### src/rtl/adc_host_pkg.sv
`timescale 1ns/1ps
package adc_host_pkg;
  typedef enum logic [1:0] {
    KIND_NORMAL = 2'b00,
    KIND_DUMMY  = 2'b01,
    KIND_ABORT  = 2'b10
  } res_kind_t;
endpackage

### src/rtl/adc_half_tick.sv
`timescale 1ns/1ps
// Emits a one-cycle tick every `half` cycles while enabled; restarts when disabled.
module adc_half_tick #(
  parameter int DIV_W = 8
) (
  input  logic             clk,
  input  logic             rst,
  input  logic             en,
  input  logic [DIV_W-1:0] half,
  output logic             tick
);
  localparam logic [DIV_W-1:0] ONE = DIV_W'(1);

  logic [DIV_W-1:0] cnt;

  assign tick = en && (cnt == half - ONE);

  always_ff @(posedge clk) begin
    if (rst || !en) cnt <= '0;
    else if (tick)  cnt <= '0;
    else            cnt <= cnt + ONE;
  end
endmodule

### src/rtl/adc_frame_engine.sv
`timescale 1ns/1ps
// One frame: setup half-period, 16 fall/rise pairs, hold half-period.
// Even phases end in a falling edge (capture), odd phases in a rising edge (shift out).
module adc_frame_engine #(
  parameter int CTRL_BITS  = 12,
  parameter int FRAME_BITS = 16
) (
  input  logic                  clk,
  input  logic                  rst,
  input  logic                  start,
  input  logic                  fill,
  input  logic [CTRL_BITS-1:0]  word,
  input  logic                  abort,
  input  logic                  tick,
  input  logic                  dout,
  output logic                  cs_n,
  output logic                  sclk,
  output logic                  din,
  output logic                  active,
  output logic                  done,
  output logic                  aborted,
  output logic [FRAME_BITS-1:0] data
);
  localparam int PH_LAST = 2 * FRAME_BITS;
  localparam int PH_W    = $clog2(PH_LAST + 1);

  logic [PH_W-1:0]       ph;
  logic [CTRL_BITS-1:0]  tx;
  logic [FRAME_BITS-1:0] rx;
  logic                  fill_r;

  always_ff @(posedge clk) begin
    done    <= 1'b0;
    aborted <= 1'b0;
    if (rst) begin
      active <= 1'b0;
      cs_n   <= 1'b1;
      sclk   <= 1'b1;
      din    <= 1'b1;
      ph     <= '0;
      tx     <= '0;
      rx     <= '0;
      data   <= '0;
      fill_r <= 1'b1;
    end else if (start && !active) begin
      active <= 1'b1;
      cs_n   <= 1'b0;
      sclk   <= 1'b1;
      fill_r <= fill;
      din    <= fill | word[CTRL_BITS-1];
      tx     <= fill ? {CTRL_BITS{1'b1}} : {word[CTRL_BITS-2:0], 1'b0};
      ph     <= '0;
      rx     <= '0;
    end else if (active && abort) begin
      active  <= 1'b0;
      cs_n    <= 1'b1;
      sclk    <= 1'b1;
      din     <= 1'b1;
      done    <= 1'b1;
      aborted <= 1'b1;
      data    <= rx;
    end else if (active && tick) begin
      ph <= ph + PH_W'(1);
      if (ph == PH_W'(PH_LAST)) begin
        active <= 1'b0;
        cs_n   <= 1'b1;
        din    <= 1'b1;
        done   <= 1'b1;
        data   <= rx;
      end else if (!ph[0]) begin
        sclk <= 1'b0;
        rx   <= {rx[FRAME_BITS-2:0], dout};
      end else begin
        sclk <= 1'b1;
        din  <= tx[CTRL_BITS-1];
        tx   <= {tx[CTRL_BITS-2:0], fill_r};
      end
    end
  end
endmodule

### src/rtl/adc_host_ctrl.sv
`timescale 1ns/1ps
module adc_host_ctrl
  import adc_host_pkg::*;
#(
  parameter int DIV_W        = 8,
  parameter int PER_W        = 16,
  parameter int CTRL_BITS    = 12,
  parameter int FRAME_BITS   = 16,
  parameter int DUMMY_FRAMES = 2
) (
  input  logic                  clk,
  input  logic                  rst,
  input  logic [DIV_W-1:0]      cfg_half_div,
  input  logic [PER_W-1:0]      cfg_period,
  input  logic                  auto_en,
  input  logic [CTRL_BITS-1:0]  ctrl_word,
  input  logic                  req,
  input  logic                  abort_req,
  output logic                  ready,
  output logic                  busy,
  output logic                  cs_n,
  output logic                  sclk,
  output logic                  din,
  input  logic                  dout,
  output logic                  res_valid,
  output logic [FRAME_BITS-1:0] res_data,
  output logic [1:0]            res_kind
);
  localparam int DCW = $clog2(DUMMY_FRAMES + 1);

  logic                  eng_active, eng_done, eng_aborted, tick;
  logic [FRAME_BITS-1:0] eng_data;
  logic [DIV_W-1:0]      half_r, gap_cnt;
  logic [PER_W-1:0]      per_cnt;
  logic [DCW-1:0]        dummy_left;
  logic                  frm_dummy, idle_ok, init_done, launch;
  res_kind_t             kind_q;

  assign idle_ok   = !eng_active && !eng_done && (gap_cnt == '0);
  assign init_done = (dummy_left == '0);
  assign launch    = idle_ok && (!init_done || req || (auto_en && per_cnt == '0));
  assign ready     = idle_ok && init_done;
  assign busy      = eng_active;
  assign res_kind  = kind_q;

  // Start-up count, inter-frame gap and result register.
  always_ff @(posedge clk) begin
    if (rst) begin
      dummy_left <= DCW'(DUMMY_FRAMES);
      gap_cnt    <= '0;
      frm_dummy  <= 1'b0;
      half_r     <= DIV_W'(1);
      res_valid  <= 1'b0;
      res_data   <= '0;
      kind_q     <= KIND_NORMAL;
    end else begin
      res_valid <= eng_done;
      if (eng_done) begin
        res_data <= eng_data;
        kind_q   <= eng_aborted ? KIND_ABORT : (frm_dummy ? KIND_DUMMY : KIND_NORMAL);
        gap_cnt  <= half_r;
        if (frm_dummy && !eng_aborted && !init_done)
          dummy_left <= dummy_left - DCW'(1);
      end else if (gap_cnt != '0) begin
        gap_cnt <= gap_cnt - DIV_W'(1);
      end
      if (launch) begin
        frm_dummy <= !init_done;
        half_r    <= (cfg_half_div == '0) ? DIV_W'(1) : cfg_half_div;
      end
    end
  end

  // Throughput pacing: reloaded at every frame start.
  always_ff @(posedge clk) begin
    if (rst)                 per_cnt <= '0;
    else if (launch)         per_cnt <= (cfg_period == '0) ? '0 : cfg_period - PER_W'(1);
    else if (per_cnt != '0)  per_cnt <= per_cnt - PER_W'(1);
  end

  adc_half_tick #(.DIV_W(DIV_W)) u_tick (
    .clk  (clk),
    .rst  (rst),
    .en   (eng_active),
    .half (half_r),
    .tick (tick)
  );

  adc_frame_engine #(.CTRL_BITS(CTRL_BITS), .FRAME_BITS(FRAME_BITS)) u_eng (
    .clk     (clk),
    .rst     (rst),
    .start   (launch),
    .fill    (!init_done),
    .word    (ctrl_word),
    .abort   (abort_req),
    .tick    (tick),
    .dout    (dout),
    .cs_n    (cs_n),
    .sclk    (sclk),
    .din     (din),
    .active  (eng_active),
    .done    (eng_done),
    .aborted (eng_aborted),
    .data    (eng_data)
  );
endmodule

### config.mk
export PLATFORM = sky130hd
export DESIGN_NAME = adc_host_ctrl
export DESIGN_NICKNAME = d
export VERILOG_FILES = /design/src/rtl/adc_host_pkg.sv /design/src/rtl/adc_half_tick.sv /design/src/rtl/adc_frame_engine.sv /design/src/rtl/adc_host_ctrl.sv
export SDC_FILE = /design/constraint.sdc
export NUM_CORES = 1
export LEC_CHECK = 0
export ABC_AREA = 0
export BUFFER_PORTS_ARGS = -buffer_cell sky130_fd_sc_hd__buf_2
export CAP_MARGIN = 20
export CORE_MARGIN = 2
export CORE_UTILIZATION = 43
export DETAILED_ROUTE_END_ITERATION = 8
export GPL_ROUTABILITY_DRIVEN = 0
export GPL_TIMING_DRIVEN = 0
export PLACE_DENSITY = 0.63
export SLEW_MARGIN = 30
export SYNTH_ARGS = -nofsm -noshare
export SYNTH_HDL_FRONTEND = slang
export SYNTH_SLANG_ARGS = --single-unit
export TNS_END_PERCENT = 1
### constraint.sdc
create_clock -name clk -period 6.39 [get_ports clk]
set_clock_uncertainty 0.05 [all_clocks]
set_input_delay 0.3195 -clock clk [delete_from_list [all_inputs] [get_ports clk]]
set_output_delay 0.3195 -clock clk [all_outputs]
set_load 0.005 [all_outputs]
==> impl_results.md, run 1 <==
- Most frequent standard cell in the layout excluding fill and tap cells: dfxtp_1
- Outcome: finished clean
- Final Setup Violations: 0
- Period utilization: 0.4840
- Grt met1 use: 0.2907
- Area overhead of the layout relative to synthesis: 19.00%
- Number of top-level pins: 66
- TritonCTS clock tree: yes
- Type of the worst setup path: flop to flop
- HPWL after detailed placement: 11.12 mm
- Worst Setup End Kind: flop
- Complex-gate fraction of the synthesized area: 0.1482
- Max Cap Violations: 0
- Top library cells by usage in the layout, fill and taps aside: 119 x dfxtp_1, 85 x nand2_1, 70 x buf_2
- Register area: roughly 2400 um^2
- Synthesized flop and latch total: 119
- Clock latency reported for the late side of the worst-skew pair: 0.42 ns
- Via count of the first global-routing pass: 5068
- Violation count after the first detailed-route iteration: roughly 310
- Syn_nets: 731
- Worst Path Max Fanout: 10
- Total chip power: about 0.0032 W
- Setup repair after global routing missed its margin: false
- Number of setup buffers added after CTS: 0
- Buffer type at the clock tree root: clkbuf_16
- Multiplexer share of the synthesized area: 0.09159
- Number of port buffers: 65
- Synth Area in Adders: 0.01931
- Vias/cell: around 5.4
- Max Root-Sink Buffers: 2
- Utilization of the core after routing: 0.5242
- Total power density per cell area: around 460 nW/um^2
- Post-synthesis async set-or-reset flop share: 0
- Number of resized instances in the post-cts repair step: 0
- Global routing usage summed across all routing layers: 0.2186
- Initial Util: 0.4405
- Sequential area share after synthesis: 0.4084
- Avg Synthesized Cell Area: roughly 8.6 um^2
- Pin count of the biggest net entering global routing: 17
- Worst min-delay path class: input port to flop
- TritonCTS Buffers: 17
- Net count, final: 815
- Average wire per cell in the routed design: 15.86 um
- Reg clk slew, reported paths: 0.05 ns
- Area taken by multi-input logic gates: roughly 3200 um^2
- Primary flip-flop cell chosen by synthesis mapping: dfxtp_1
- Clock H-tree levels: 4
- Layer carrying the most global-route usage: met2
- Number of max-slew violations in the final report: 0
- Endpoint arrival time on the critical path: roughly 3.3 ns
- Via count: just over 5000
- Met2 usage in global routing: 0.3552
- Area of the die: 14510 um^2
- Antenna violation net count after detailed routing: 0
- Global-route met3 utilization: 0.04009
- Overflow after GRT: 0
- Largest family of logic cells by synthesized area: simple AND/OR/NAND/NOR gates
- Hold violation count in the final report: 0
- Startpoint Class: flop
- First-pass GRT wire length: ~25 mm
- Initial antenna violation count: 0
- Synth Cell Area: 5833 um^2
- Remaining max-slew budget at the tightest pin: 0.4112
- Fraction of layout cells with a size suffix above 1: 0.1652
- Placeable Area: around 13000 um^2
- Post-Synth XOR/XNOR Area: 0.06456
- Final-layout setup total negative slack: 0 ns
- Count of hold buffers inserted by post-cts repair: 0
- Leakage dissipation: 2.712 nW
- DRC errors left: 0
- TritonCTS sink count: around 120
- Height of the die: 120.5 um
- Detailed-route wire length: 15.09 mm
- Number of iterations in the first detailed-routing pass: 4
- Post-layout minimum cycle time: slightly above 3 ns
- Number of filler instances in the final layout: ~1300
- Count of yosys warnings during synthesis: 0
- Number of enable-type register cells in the synthesized netlist: 0
- Achievable clock frequency: between 300 and 400 MHz
- Req. time, crit path: about 6.6 ns
- Unique cell type count in the Yosys netlist: between 60 and 70
- Die Wd: around 120 um
- Antenna cell count: 0
- Transition time of the tightest slew-check pin: ~0.9 ns
- Simple-gate share of the synthesized area: 0.2231
- Worst supply voltage drop on vdd: between 200 and 250 uV
- Number of instances in the synthesized netlist: 680
- Row count: 42
-- Yosys cell counts, types with 3 or more instances --
master	number	area (um^2)
nor4_1	7	43.79
nor3b_1	3	22.52
and2_1	4	25.02
o22a_1	3	26.28
buf_1	3	11.26
o221ai_1	9	78.83
a21oi_1	50	250.2
nor2_1	67	251.5
inv_1	19	71.32
nor3_1	18	90.09
mux2_2	3	33.78
a211oi_1	3	22.52
o211ai_1	5	37.54
and3_1	5	31.28
nor2b_1	3	18.77
or3_1	6	37.54
o22ai_1	3	18.77
buf_2	5	25.02
or4_1	7	52.55
dfxtp_1	119	2382
o221ai_2	3	45.04
ha_1	9	112.6
a31oi_1	3	18.77
o21ai_0	33	165.2
nand2b_1	8	50.05
mux2i_1	50	500.5
o21a_1	3	22.52
xnor2_1	26	227.7
clkbuf_1	28	105.1
xor2_1	17	148.9
nand3_1	28	140.1
nand2_1	85	319.1
buf_6	3	33.78
-- registers in the layout, indices dropped and copies added (netlist names), 2 cells and up --
register,count
dummy_left,2
gap_cnt,8
half_r,8
per_cnt,16
res_data,16
res_kind,2
u_eng.data,16
u_eng.ph,6
u_eng.rx,16
u_eng.tx,12
u_tick.cnt,8
-- area by class of cell --
cell class | instances | share of cell area
plain buffers | 41 | 0.02740
clock buffers | 21 | 0.06633
clock inverters | 9 | 0.01478
inverters | 19 | 0.01027
multi-input cells | 501 | 0.4594
flip-flops and latches | 119 | 0.3432
well taps | 176 | 0.03172
repair buffers | 65 | 0.04686
-- per-layer routing --
| layer | vias up | part of all wire |
|---|---|---|
| met3 | 21 | 0.046 |
| met5 | - | 0 |
| met2 | 126 | 0.48 |
| li1 | 2559 | - |
| met4 | 0 | 0.015 |
| met1 | 2458 | 0.46 |
-- worst max-delay path, stage by stage, from the launching register on --
cell and delay (ns):
dfxtp_1 0.30, clkbuf_1 0.28, inv_1 0.11, ha_1 0.21, clkbuf_1 0.20, o21ba_2 0.24, a221oi_1 0.29, a41oi_1 0.11
a211oi_2 0.45, a31oi_1 0.17, buf_4 0.22, buf_4 0.21, mux2i_1 0.13
-- where the power goes --
group          leakage [nW]  internal [W]  switching, W  total, W
Sequential            0.966      0.000866      0.000114  0.000981
Clock                 0.271      0.000586      0.000328  0.000913
Combinational          1.48      0.000525      0.000755   0.00128
-- metrics by stage --
step                      cells  area, um^2  worst slack [ns]  hold WS, ns
after floorplan             680        5833             3.858       0.3813
after global placement      921        6379             3.384       0.3957
after detailed placement    921        6379             3.304       0.4056
after CTS                   951        6942             3.290      0.08568
after global routing        951        6942             3.055       0.1169
final                       951        6942             3.297       0.1073
-- final timing paths --
check                              startpoint                          end  slack, ns  cells after the start
setup / recovery       half_r[0]$_SDFFE_PP1N_   u_eng.data[7]$_SDFFE_PP0P_       3.30                     12
hold reg to reg   u_eng.data[11]$_SDFFE_PP0P_  u_eng.data[11]$_SDFFE_PP0P_       0.41                      2
setup reg to reg       half_r[0]$_SDFFE_PP1N_   u_eng.data[7]$_SDFFE_PP0P_       3.30                     12
hold / removal                cfg_half_div[4]       half_r[4]$_SDFFE_PP0N_       0.11                      3
-- kinds of logic (layout without fill, tap and decap cells) --
kind of cell,count (synthesis),after routing
flip-flops,119,119
buffers and inverters,60,155
XOR/XNOR,43,43
AO/OA/AOI/OAI,134,134
adder cells (fa/ha/maj),9,9
multiplexers,53,53
AND/OR/NAND/NOR,262,262
No activity file was read; power rests on OpenSTA's default activity.
==> inputs of run 2 (changes only) <==
clock period = 2.9 ns   (was 6.39 ns; I/O delays follow)
==> run 2 against run 1 <==
- sequential power rose by 120%
- largest cell class unchanged
- clock power rose by 120%
- largest power group unchanged
- cell area increased by 2.1%
- total power up 120%
- non-clock buffer count rose by 12
- critical path depth is 3 lower
==> impl_results.md, run 2 (same netlist as run 1, synthesis figures left out) <==
- Relative contribution of the clock network to total power: 0.285
- Overflow after GRT: 0
- Max Root-Sink Buffers: 2
- Die Wd: 120.5 um
- Net count, final: around 830
- Final-layout setup total negative slack: 0 ns
- Source of the worst register-to-register timing path: gap_cnt[0]$_SDFFE_PP0P_
- Switch share: 0.3760
- Vias/cell: 5.448
- DRC errors left: 0
- Number of cell instances on the worst register-to-register path: 9
- Via count of the first global-routing pass: approximately 5000
- Total power density per cell area: 992.6 nW/um^2
- HPWL after detailed placement: about 11 mm
- Worst Setup End Kind: flop
- Violation count after the first detailed-route iteration: about 310
- Antenna violation net count after detailed routing: 0
- First-pass GRT wire length: between 20 and 30 mm
- Antenna cell count: 0
- Initial antenna violation count: 0
- Transition time of the tightest slew-check pin: between 0.8 and 0.9 ns
- Average wire per cell in the routed design: about 16 um
- Launching element of the worst setup path: gap_cnt[0]$_SDFFE_PP0P_
- Worst min-delay path class: input port to flop
- Placed Area: approximately 6400 um^2
- Hold violation count in the final report: 0
- Row count: 42
- Global routing usage summed across all routing layers: 0.2212
- Type of the worst setup path: flop to flop
- Max Cap Violations: 0
- Placeable Area: about 13000 um^2
- Worst hold-check slack: between 0.01 and 0.015 ns
- Clock H-tree levels: 4
- Height of the die: ~120 um
- Req. time, crit path: around 3.2 ns
- Most frequent standard cell in the layout excluding fill and tap cells: dfxtp_1
- Number of max-slew violations in the final report: 0
- TritonCTS clock tree: yes
- Utilization of the core after routing: 0.5352
- Clock latency reported for the late side of the worst-skew pair: 0.41 ns
- Outcome: finished clean
- Initial Util: 0.4405
- Setup repair after global routing missed its margin: false
- Buffer type at the clock tree root: clkbuf_16
- Endpoint arrival time on the critical path: approximately 3.0 ns
- Relative contribution of sequential cells to total power: 0.309
- TritonCTS sink count: around 120
- Achievable clock frequency: 368.5 MHz
- Top library cells by usage in the layout, fill and taps aside: 117 x dfxtp_1, 84 x nand2_1, 69 x buf_2
- Number of top-level pins: 66
- Remaining max-slew budget at the tightest pin: 0.4033
- Number of port buffers: 65
- Reg clk slew, reported paths: 0.05 ns
- Area of the die: 14510 um^2
- Fraction of layout cells with a size suffix above 1: 0.1715
- TritonCTS Buffers: 17
- Final non-filler cell area: roughly 7000 um^2
- Pin count of the biggest net entering global routing: 17
- Combinational fraction of design power: 0.406
- Timing endpoint of the critical path: u_eng.data[7]$_SDFFE_PP0P_
- Setup slack of the worst register-to-register path: roughly 0.19 ns
- Worst supply voltage drop on vdd: a little under 500 uV
- Worst Path Max Fanout: 10
- Via count: approximately 5200
- Leakage dissipation: 2.782 nW
- Number of iterations in the first detailed-routing pass: 5
- Area overhead of the layout relative to synthesis: 21.51%
- Net switching power of the design: between 0.002 and 0.003 W
- Post-layout minimum cycle time: approximately 2.7 ns
- Startpoint Class: flop
- Detailed-route wire length: between 15 and 20 mm
- Terminus of the critical flop-to-flop path: u_eng.data[7]$_SDFFE_PP0P_
- Period utilization: 0.9356
- Final Setup Violations: 0
- Internal: around 0.0044 W
==> run 2: cell types whose count changed in the layout (fill, tap and decap cells not counted), moves of 2 or more <==
cell           change
buf_4              +2
clkbuf_1           -5
clkbuf_2           +3
dfxtp_1            -2
dfxtp_2            +2
dlygate4sd3_1     +13
==> run 2: cell type report <==
| class | instances | area, um^2 |
|---|---|---|
| Fill cell | 1263 | 6155 |
| Multi-Input combinational cell | 501 | 3197 |
| Clock inverter | 9 | 102.6 |
| Clock buffer | 21 | 460.4 |
| Tap cell | 176 | 220.2 |
| Inverter | 19 | 71.32 |
| Timing Repair Buffer | 79 | 462.9 |
| Sequential cell | 119 | 2385 |
| Buffer | 39 | 188.9 |
==> run 2: worst min-delay path by stage <==
stage,startpoint,to,cells after the start
6_report,ctrl_word[2],u_eng.tx[3]$_SDFFE_PP0P_,3
3_3_place_gp,cfg_half_div[4],half_r[4]$_SDFFE_PP0N_,3
3_5_place_dp,cfg_half_div[5],half_r[5]$_SDFFE_PP0N_,3
2_1_floorplan,cfg_half_div[7],half_r[7]$_SDFFE_PP0N_,2
5_1_grt,ctrl_word[8],u_eng.tx[9]$_SDFFE_PP0P_,3
4_1_cts,ctrl_word[8],u_eng.tx[9]$_SDFFE_PP0P_,3
==> run 2: power by group through the flow <==
stage | logic [W] | registers [W] | clock network (W)
detailed placement | 0.00279 | 0.00219 | 0
finish | 0.00286 | 0.00217 | 0.00201
global placement | 0.00271 | 0.00217 | 0
global route | 0.00315 | 0.00221 | 0.00212
CTS | 0.00282 | 0.00217 | 0.00204
floorplan | 0.00218 | 0.00212 | 0
==> run 2: stage by stage <==
step / std cells / setup slack (ns) / total power (W)
final: 963 / 0.1866 / 0.007036
after floorplan: 680 / 0.3680 / 0.004301
after CTS: 964 / 0.01698 / 0.007029
after detailed placement: 921 / -0.1862 / 0.004973
after global routing: 963 / 0.03014 / 0.007486
after global placement: 921 / -0.1061 / 0.004880
==> run 2: layer usage <==
metal	up-vias	global-route usage	share of wire	wire [um]
li1	2587	-	-	-
met5	-	0	0	0
met3	27	0.04009	0.047	724
met4	0	0.07849	0.017	255
met2	149	0.3630	0.48	7253
met1	2483	0.2919	0.46	7016
==> run 2: worst max-delay path: stages, from the launching register on <==
cell and delay [ns]:
dfxtp_1 0.31, inv_1 0.09, ha_1 0.20, or4b_4 0.55, nor4b_4 0.40, nand2_2 0.18, a31oi_1 0.19, buf_4 0.22
buf_4 0.24, mux2i_1 0.21
==> run 2: timing repair <==
item	CTS	global route
buffers inserted	1	0
setup endpoints to repair	44	50
hold endpoints to repair	13	0
hold buffers	13	0
pin swaps	1	0
cloned	0	0
resized for setup	1	10
==> inputs of run 3 (changes only) <==
BUFFER_PORTS_ARGS = not set   (was -buffer_cell sky130_fd_sc_hd__buf_2)
CORE_MARGIN = not set   (was 2)
DONT_BUFFER_PORTS = 1   (was not set)
PLACE_DENSITY = 0.59   (was 0.63)
==> run 3 against run 2 <==
- total power grew 3.1%
- combinational power shrank 2%
- maximum frequency shrank 3.1%
- global-route usage grew 0.77 points
- clock-buffer cell count shrank 3
- via count shrank 4.6%
- flip-flop and latch count is the same
- register-to-register slack lost 0.09 ns
- setup slack lost 0.088 ns
- non-clock buffer count shrank 43
- critical path depth shrank 3
- sequential power is essentially flat
==> impl_results.md, run 3 (same netlist as run 1, synthesis figures left out) <==
- Number of port buffers: 0
- Overflow after GRT: 0
- Die Wd: around 120 um
- Setup repair after global routing missed its margin: true
- Max Root-Sink Buffers: 2
- Number of top-level pins: 66
- Worst hold start: cfg_period[7]
- Vias/cell: between 5 and 6
- Top library cells by usage in the layout, fill and taps aside: 117 x dfxtp_1, 85 x nand2_1, 67 x nor2_1
- Global routing usage summed across all routing layers: 0.2289
- Height of the die: roughly 120 um
- Placeable Area: about 13000 um^2
- Worst Setup End Kind: flop
- Worst supply voltage drop on vdd: approximately 450 uV
- Area of the die: between 10000 and 15000 um^2
- Area overhead of the layout relative to synthesis: 20.79%
- HPWL after detailed placement: roughly 11 mm
- Final non-filler cell area: 7046 um^2
- Clock H-tree levels: 4
- Via count: approximately 5000
- Net count, final: 784
- Hold violation count in the final report: 0
- Final cell count without fillers: between 900 and 1000
- Average wire per cell in the routed design: between 15 and 20 um
- Remaining max-slew budget at the tightest pin: 0.4165
- Total power density per cell area: 1029 nW/um^2
- Initial Util: 0.4405
- Worst min-delay path class: input port to flop
- Leakage dissipation: approximately 2.6 nW
- TritonCTS sink count: ~120
- Initial antenna violation count: 0
- Number of iterations in the first detailed-routing pass: 5
- Achievable clock frequency: approximately 360 MHz
- Final-layout setup total negative slack: 0 ns
- First-pass GRT wire length: ~25 mm
- Clock latency reported for the late side of the worst-skew pair: about 0.42 ns
- TritonCTS Buffers: 17
- TritonCTS clock tree: yes
- Fraction of layout cells with a size suffix above 1: 0.09517
- Period utilization: 0.9660
- Launching element of the worst setup path: per_cnt[7]$_SDFFE_PP0P_
- Transition time of the tightest slew-check pin: about 0.9 ns
- Via count of the first global-routing pass: between 4000 and 5000
- Most frequent standard cell in the layout excluding fill and tap cells: dfxtp_1
- Cell count after placement: 856
- Outcome: finished clean
- Type of the worst setup path: flop to flop
- Source of the worst register-to-register timing path: per_cnt[7]$_SDFFE_PP0P_
- Final setup margin: about 0.099 ns
- Endpoint arrival time on the critical path: 3.02 ns
- Reg clk slew, reported paths: around 0.06 ns
- Violation count after the first detailed-route iteration: 330
- Detailed-route wire length: between 15 and 20 mm
- Antenna violation net count after detailed routing: 0
- Max Cap Violations: 0
- Post-place setup slack: -0.1817 ns
- Post-layout minimum cycle time: about 2.8 ns
- Antenna cell count: 0
- Worst Path Max Fanout: 6
- Row count: 42
- DRC errors left: 0
- Pin count of the biggest net entering global routing: 17
- Startpoint Class: flop
- Buffer type at the clock tree root: clkbuf_16
- Req. time, crit path: roughly 3.1 ns
- Utilization of the core after routing: 0.5320
- Placed Area: between 6000 and 7000 um^2
- Number of max-slew violations in the final report: 0
- Final Setup Violations: 0
-- run 3: worst paths after layout --
kind	end	slack (ns)	cells past startpoint
max	u_eng.fill_r$_SDFFE_PP1P_	0.1	6
min	per_cnt[8]$_SDFFE_PP0P_	0.004	3
max reg2reg	u_eng.fill_r$_SDFFE_PP1P_	0.1	6
min reg2reg	u_eng.data[12]$_SDFFE_PP0P_	0.41	2
-- run 3: timing repair --
action / in CTS / in global routing
setup endpoints to repair: 44 / 47
gates resized for setup: 1 / 5
hold endpoints to repair: 34 / 0
hold buffers: 34 / 0
pin swaps: 1 / 0
setup buffers: 1 / 0
-- run 3: cell type report --
class | instances | area [um^2]
Sequential cell | 119 | 2385
Buffer | 40 | 190.2
Fill cell | 1226 | 6197
Clock inverter | 14 | 197.7
Inverter | 19 | 71.32
Clock buffer | 18 | 439.2
Multi-Input combinational cell | 501 | 3194
Tap cell | 176 | 220.2
Timing Repair Buffer | 35 | 347.8
-- run 3: per-layer routing --
metal  vias to the layer above  track usage  routed length (um)
met2                       101       0.3688                7027
li1                       2501            -                   -
met1                      2384       0.2960                7169
met5                         -            0                   0
met3                        18      0.05985                 742
met4                         0      0.07911                 204
-- run 3: critical path, stage by stage (launching register included) --
cell and delay [ns]:
dfxtp_1 0.34, or4_1 0.62, or4_4 0.51, buf_6 0.15, o311ai_2 0.28, dlygate4sd3_1 0.62, nand3_1 0.07
-- run 3: stage by stage --
step / hold WS (ns) / power [W]
2_1_floorplan: 0.2310 / 0.004301
3_3_place_gp: 0.2398 / 0.004849
3_5_place_dp: 0.2467 / 0.004910
4_1_cts: 0.002874 / 0.007245
5_1_grt: 0.004327 / 0.007679
6_report: 0.004206 / 0.007253
-- run 3: report_power, final --
part / total [W] / leakage (nW) / internal [W] / switching, W
logic: 0.00280 / 1.34 / 0.00117 / 0.00163
registers: 0.00218 / 0.966 / 0.00191 / 0.000268
clock network: 0.00227 / 0.307 / 0.00147 / 0.000802
